### src/rtl/iq_demux_pkg.sv
package iq_demux_pkg;
  localparam int unsigned STEPS   = 4;
  localparam int unsigned STEP_W  = $clog2(STEPS);
  localparam logic [STEP_W-1:0] STEP_I  = 2'd0;
  localparam logic [STEP_W-1:0] STEP_Q  = 2'd1;
  localparam logic [STEP_W-1:0] STEP_NI = 2'd2;
  localparam logic [STEP_W-1:0] STEP_NQ = 2'd3;
  localparam int unsigned CH_I = 0;
  localparam int unsigned CH_Q = 1;
endpackage

### src/rtl/iq_phase_seq.sv
module iq_phase_seq
  import iq_demux_pkg::*;
(
  input  logic              clk,
  input  logic              rst_n,
  input  logic              sync_in,
  output logic [STEP_W-1:0] step,
  output logic              realign
);
  logic [STEP_W-1:0] cnt_q, cnt_d;
  logic              sync_q, sync_d;

  always_comb begin
    realign = sync_in & ~sync_q;
    step    = realign ? STEP_I : cnt_q;
    cnt_d   = step + 1'b1;
    sync_d  = sync_in;
  end

  always_ff @(posedge clk or negedge rst_n) begin
    if (!rst_n) begin
      cnt_q  <= '0;
      sync_q <= 1'b0;
    end else begin
      cnt_q  <= cnt_d;
      sync_q <= sync_d;
    end
  end

  p_step_adv_r2: assert property (@(posedge clk) disable iff (!rst_n)
    !realign |=> cnt_q == STEP_W'($past(cnt_q) + 1'b1));
  p_realign_r9: assert property (@(posedge clk) disable iff (!rst_n)
    realign |=> cnt_q == STEP_Q);
endmodule

### src/rtl/iq_sign_fix.sv
module iq_sign_fix #(
  parameter int unsigned W        = 12,
  parameter bit          SATURATE = 1'b1
) (
  input  logic [W-1:0] din,
  input  logic         negate,
  output logic [W-1:0] dout
);
  localparam logic [W-1:0] MOST_NEG = {1'b1, {(W-1){1'b0}}};
  localparam logic [W-1:0] MOST_POS = {1'b0, {(W-1){1'b1}}};

  logic [W-1:0] neg_val;

  generate
    if (SATURATE) begin : g_sat
      always_comb neg_val = (din == MOST_NEG) ? MOST_POS : (~din + 1'b1);
    end else begin : g_wrap
      always_comb neg_val = ~din + 1'b1;
    end
  endgenerate

  always_comb dout = negate ? neg_val : din;
endmodule

### src/rtl/iq_out_stage.sv
module iq_out_stage #(
  parameter int unsigned W = 12
) (
  input  logic         clk,
  input  logic         rst_n,
  input  logic         load,
  input  logic [W-1:0] din,
  output logic [W-1:0] data,
  output logic         vld
);
  logic [W-1:0] data_d;
  logic         vld_d;

  always_comb begin
    data_d = load ? din : data;
    vld_d  = load;
  end

  always_ff @(posedge clk or negedge rst_n) begin
    if (!rst_n) begin
      data <= '0;
      vld  <= 1'b0;
    end else begin
      data <= data_d;
      vld  <= vld_d;
    end
  end

  p_hold_r3: assert property (@(posedge clk) disable iff (!rst_n)
    !load |=> $stable(data));
  p_latency_r6: assert property (@(posedge clk) disable iff (!rst_n)
    load |=> data == $past(din));
  p_strobe_r7: assert property (@(posedge clk) disable iff (!rst_n)
    load |=> vld);
endmodule

### src/rtl/iq_demux.sv
module iq_demux
  import iq_demux_pkg::*;
#(
  parameter int unsigned W        = 12,
  parameter bit          SATURATE = 1'b1
) (
  input  logic         clk,
  input  logic         rst_n,
  input  logic [W-1:0] smp_in,
  input  logic         sync_in,
  output logic [W-1:0] i_out,
  output logic         i_vld,
  output logic [W-1:0] q_out,
  output logic         q_vld,
  output logic         half_en
);
  localparam int unsigned NCH = 2;
  localparam logic [W-1:0] MOST_NEG = {1'b1, {(W-1){1'b0}}};
  localparam logic [W-1:0] MOST_POS = {1'b0, {(W-1){1'b1}}};

  logic [STEP_W-1:0] step;
  logic              realign;
  logic [W-1:0]      fixed;
  logic              half_d;
  logic [W-1:0]      ch_data [NCH];
  logic              ch_vld  [NCH];

  iq_phase_seq u_seq (
    .clk     (clk),
    .rst_n   (rst_n),
    .sync_in (sync_in),
    .step    (step),
    .realign (realign)
  );

  iq_sign_fix #(.W(W), .SATURATE(SATURATE)) u_fix (
    .din    (smp_in),
    .negate (step[1]),
    .dout   (fixed)
  );

  generate
    for (genvar ch = 0; ch < NCH; ch++) begin : g_ch
      logic load;
      always_comb load = (step[0] == ch[0]);
      iq_out_stage #(.W(W)) u_stage (
        .clk   (clk),
        .rst_n (rst_n),
        .load  (load),
        .din   (fixed),
        .data  (ch_data[ch]),
        .vld   (ch_vld[ch])
      );
    end
  endgenerate

  always_comb begin
    i_out  = ch_data[CH_I];
    i_vld  = ch_vld[CH_I];
    q_out  = ch_data[CH_Q];
    q_vld  = ch_vld[CH_Q];
    half_d = step[0];
  end

  always_ff @(posedge clk or negedge rst_n) begin
    if (!rst_n) half_en <= 1'b0;
    else        half_en <= half_d;
  end

  p_excl_r7: assert property (@(posedge clk) disable iff (!rst_n)
    $onehot0({i_vld, q_vld}));
  p_sync_first_r9: assert property (@(posedge clk) disable iff (!rst_n)
    realign |=> i_vld && i_out == $past(smp_in));
  p_sat_r5: assert property (@(posedge clk) disable iff (!rst_n)
    (step == STEP_NI && smp_in == MOST_NEG) |=> i_out == MOST_POS);
  p_neg_i_r4: assert property (@(posedge clk) disable iff (!rst_n)
    (step == STEP_NI && smp_in != MOST_NEG) |=> W'(i_out + $past(smp_in)) == '0);
  p_pair_r8: assert property (@(posedge clk) disable iff (!rst_n)
    (step == STEP_Q || step == STEP_NQ) |=> half_en && q_vld);
endmodule

### config.mk
export PLATFORM = sky130hd
export DESIGN_NAME = iq_demux
export DESIGN_NICKNAME = d
export VERILOG_FILES = /design/src/rtl/iq_demux_pkg.sv /design/src/rtl/iq_phase_seq.sv /design/src/rtl/iq_sign_fix.sv /design/src/rtl/iq_out_stage.sv /design/src/rtl/iq_demux.sv
export SDC_FILE = /design/constraint.sdc
export NUM_CORES = 1
export LEC_CHECK = 0
export ABC_CLOCK_PERIOD_IN_PS = 1550
export BUFFER_PORTS_ARGS = -buffer_cell sky130_fd_sc_hd__buf_4
export CAP_MARGIN = 20
export CORE_MARGIN = 2
export CORE_UTILIZATION = 46
export CTS_CLUSTER_SIZE = 28
export DETAILED_ROUTE_END_ITERATION = 8
export PLACE_DENSITY = 0.83
export SKIP_LAST_GASP = 1
export SLEW_MARGIN = 20
export SYNTH_ARGS = -nofsm -noshare
export SYNTH_HDL_FRONTEND = slang
export SYNTH_SLANG_ARGS = --single-unit
### constraint.sdc
create_clock -name clk -period 1.55 [get_ports clk]
set_input_delay 0.2325 -clock clk [delete_from_list [all_inputs] [get_ports clk]]
set_output_delay 0.2325 -clock clk [all_outputs]
set_load 0.02 [all_outputs]
# Word level (Yosys, flattened, before mapping)
# Index checks and enable logic that the tools add are counted.
# totals
regBits	29
latchBits	0
mem_bits_rw	0
rom_bits	0
inputBits	15
memories	0
# op_classes
n_addsub	2
n_mul	0
n_div	0
magnitude_cmp	0
eq_ne	1
shift	0
mux	3
bitwise_logic	4
n_reduce_logical	0
# op_table
op	n
two-way mux 12 bit	2
adder 12 x 1 -> 12 bit (second input constant)	1
equality test 12 bit (second input constant)	1
NOT 12 bit	1
adder 2 x 1 -> 2 bit (second input constant)	1
two-way mux 2 bit	1
NOT 1 bit	2
AND 1 bit	1

# Logic depth before layout (Yosys ltp)
# depth
depth_word	4
ltp_mapped	6
mapped_depth_nobuf	6

# Hierarchy
# From an unflattened synthesis, not the netlist that was laid out.
# unflattened
cells_unflattened	118
hier_area_um2	1530.2
# by_module_without_submodules
module	n_inst	cells_per_inst	area_per_inst_um2
iq_out_stage	2	26	509.2
iq_sign_fix	1	54	359.1
iq_phase_seq	1	10	123.9
iq_demux	1	2	28.8

# Least setup slack after synthesis
# Ideal clock, no wire load.
# synth_path
kind	input -> register
start	input port smp_in[3]
end	register g_ch[0].u_stage.data[1]
setup_ns	0.065
arrival_time_ns	1.683
required_ns	1.485
setup_slack_ns	-0.198
stages	4
path_buffers	0
path_cell_list	or4_4 > or4_4 > a31oi_1 > mux2_2
# synth_via
elab_chain_len	3
# synth_lines
element	line	rtl
start: declaration	iq_demux.sv:9	input logic [W-1:0] smp_in,
equality test 12 bit	iq_sign_fix.sv:16	always_comb neg_val = (din == MOST_NEG) ? MOST_POS : (~din + 1'b1);
two-way mux 12 bit	iq_sign_fix.sv:16	
two-way mux 12 bit	iq_sign_fix.sv:22	always_comb dout = negate ? neg_val : din;
end signal: assignment	iq_out_stage.sv:24	data <= data_d;
end: declaration	iq_out_stage.sv:8	output logic [W-1:0] data,
# Every way passes these cells.
# A chain may end at the register's enable or synchronous reset.

# Final worst setup path
# layout_path
start	input port smp_in[3]
end	register g_ch[0].u_stage.data[10]
# layout_via
elab_chain_len	4
elab_cells_between_ends	5
cone_classes	add/sub (1); eq/ne (1); mux (2); bitwise (1)
# layout_lines
element	line
NOT 12 bit	iq_sign_fix.sv:16
adder 12 x 1 -> 12 bit	iq_sign_fix.sv:16
two-way mux 12 bit (*)	iq_sign_fix.sv:16
two-way mux 12 bit (*)	iq_sign_fix.sv:22
# Mark *: on every way between the ends. The rest lies on a longest branch, timed or not.

==> flow_metrics.tcl <==
set metrics [dict create \
    status "finished, violations left" \
    violations "negative setup slack" \
    setup_tns_ps -26.34 \
    yosys.area_share.simple_pct 23.85 \
    h-tree-depth 1 \
    gp_congestion 0.8827 \
    hold_viol_final 0 \
    tritoncts "done" \
    port_buffers 41 \
    hold_path_class "input port to flip-flop" \
    arrival_ps 1810 \
    synth_cells 153 \
    yosys_warnings 0 \
    final_cell_mix "buf_4, dfrtp_1, nand2_1, o31ai_1, nor2_1" \
    grt_usage_pct 24.00 \
    fin_skew_ps 3.546 \
    antennaDiodeCount 0 \
    vias_per_cell 5.579 \
    tightest_slew_ps 462.7 \
    layout-drive-gt1-share_pct 39.63 \
    seq_power_share_pct 38.6 \
    stdcell_area_um2 2110 \
    cts_sinks 28 \
    rsz0062_at_grt "yes" \
    synth_fa_ha_area_share_pct 0.8547 \
    cpPeakStageDelay_ps 570 \
    placed_area_um2 2006 \
    antenna_left 0 \
    row_count 20 \
    critPathBufInv 1 \
    final-setup-viol-count 1 \
    crit_slowest_cell "or4_4" \
    worst_slack_ps -26.34 \
    crit_top_cell "or4_4" \
    dr.first_iter.drc_count 77 \
    final_core_util_pct 69.67 \
    io_pins 42 \
    drtPass1Iterations 4 \
    dr_total_vias 1456 \
    p_sw_share_pct 38.84 \
    required_ps 1790 \
    cts-root-buf "clkbuf_4" \
    fillers 223 \
    synthXorXnorAreaFrac_pct 0.5983 \
    initial_core_util_pct 48.35 \
    die_width_um 60.41 \
    path_max_fanout 5 \
    pwr-share-clk_pct 12.8 \
    pwr-share-comb_pct 48.7 \
    power.switching_uw 1083 \
    clockBufferDepth 2 \
    routed_wirelength_um 3933 \
    cts_buffers 3 \
    final_common_cell "buf_4" \
    start_kind "input port" \
    die_area_um2 3649 \
    slew_violations 0 \
    max_slew_margin_pct 68.76 \
    post-route-period-util_pct 101.7 \
    synth_top_family_by_area "simple AND/OR/NAND/NOR gates" \
    dp.cells 254 \
    min_period_ps 1576 \
    grt_pass1_vias 1457 \
    nets 234 \
    antenna_found_initial 0 \
    synth_mux_area_share_pct 3.590 \
    hold_ws_ps 255.4 \
    die_y_um 60.41 \
    avgSynthCellArea_um2 9.568 \
    overflow 0 \
    cellLeakagePower_uw 0.0009874 \
    endpoint_kind "flip-flop" \
    max_freq_ghz 0.6344 \
    cap_violations 0 \
    ys_seq_area_share_pct 47.86 \
    core_um2 3028 \
    grt_max_degree 29 \
    ys_seq_elements 28 \
    p_per_area_nw_per_um2 1321 \
    finalNonFillerCells 261 \
    cp_top_family "simple AND/OR/NAND/NOR gates" \
    crit_path_cell_trace "buf_6, or4_4, or4_4, mux2i_2, o31ai_1" \
    clkTransAtPathRegs_ps 150 \
    drc 0 \
    synth_cell_types 39 \
    p_int_uw 1705 \
    critical_path_class "input port to flip-flop" \
    hpwl_um 2925 \
    synth-compound-area-share_pct 19.40 \
    syn_area_um2 1464 \
    worstSkewPairLatency_ps 320 \
    ir_drop_v 0.0007214 \
    wl_per_cell_um 15.07 \
    area.growth.synth_to_final_pct 44.10 \
    syn-num-nets 169 \
    grt_pass1_wl_um 6624 \
]
[routing by layer]
metal / vias to the layer above / part of all wire (%) / routed length (µm) / track usage [%]
met3: 2 / 4.3 / 168 / 3.412
met5: - / 0 / 0 / 0
met2: 44 / 51 / 2022 / 41.46
li1: 702 / - / - / -
met4: 0 / 0.36 / 14 / 8.075
met1: 708 / 44 / 1727 / 31.18
[metrics by stage]
stage	worst slack [ps]	total power [µW]
floorplan	-142.7	1774
global placement	-307.5	2340
detailed placement	-364.5	2394
CTS	-7.756	2752
global route	-26.30	2950
finish	-26.34	2787
[power groups by stage]
stage,sequential [µW],clock (µW),combinational [µW]
6_report,1070,356,1360
5_1_grt,1100,390,1460
4_1_cts,1080,362,1310
3_5_place_dp,1090,0,1300
3_3_place_gp,1080,0,1260
2_1_floorplan,1330,0,441
[cell families after synthesis]
group,Yosys count
xor+xnor,1
compound gates,41
fa+ha+maj,1
flops,28
buf+inv,14
mux,5
simple gates,63
[timing repair]
item	CTS	global route
pin swaps	0	1
cloned	0	0
hold buffers	1	1
hold endpoints to repair	28	1
setup buffers	0	1
gates resized for setup	1	9
setup endpoints to repair	2	17
[area by class of cell]
class                      instances  area [µm²]  area share [%]
multi-input combinational        111       743.2           35.23
sequential                        28       700.7           33.21
timing repair buffer              69       555.5           26.33
tap                               44       55.05           2.610
clock buffer                       4       36.28           1.720
inverter                           5       18.77          0.8897
[flip-flops by register name (all words and copies together) (netlist names)]
register,cells
g_ch.u_stage.vld,1
u_seq.sync_q,1
g_ch.u_stage.data,24
u_seq.cnt_q,2
[Yosys cell counts, drive strengths merged]
master   number  area share, %
a41o          2            1.4
xor2          1           0.60
o21ai         5            1.7
clkbuf        8            2.1
nor3          4            1.4
or2           2           0.85
nand3         5            1.7
buf           1           0.51
o2111ai       1           0.60
nand2b        2           0.85
nand2        21            5.4
o211a         1           0.68
ha            1           0.85
nand3b        1           0.51
inv           5            1.3
and4          2            1.2
o311ai        2            1.2
and2          2           0.85
nor4          3            2.3
mux2i         3            2.1
o31ai        12            6.2
a21oi         9            3.1
o211ai        1           0.51
nor2         10            2.6
and3          2           0.85
nand4         2           0.85
o22ai         2           0.85
or4           4            2.6
or3b          1           0.60
mux2          2            1.5
o41ai         2            1.2
or3           1           0.77
a211oi        2            1.0
a31oi         1           0.43
dfrtp        28             48
and3b         1           0.60
o221ai        1           0.60
[path summary, 6_finish.rpt]
| kind | cells past startpoint | startpoint | slack, ps | end |
|---|---|---|---|---|
| min in group asynchronous | 2 | rst_n | 340 | g_ch[1].u_stage.vld |
| worst min register to register | 2 | g_ch[0].u_stage.data[2] | 510 | g_ch[0].u_stage.data[2] |
| worst min-delay path | 3 | sync_in | 260 | u_seq.cnt_q[1] |
| worst max register to register | 5 | u_seq.sync_q | 100 | g_ch[1].u_stage.data[1] |
| max in group asynchronous | 2 | rst_n | 950 | g_ch[0].u_stage.data[9] |
| worst max-delay path | 5 | smp_in[3] | -30 | g_ch[0].u_stage.data[10] |
[worst register-to-register path, stage by stage (launching register included)]
cell	delay, ps
dfrtp_1	400
nand2b_1	180
buf_4	200
a21oi_1	250
a31oi_4	50
mux2_2	270
No activity file was read; power rests on OpenSTA's default activity.
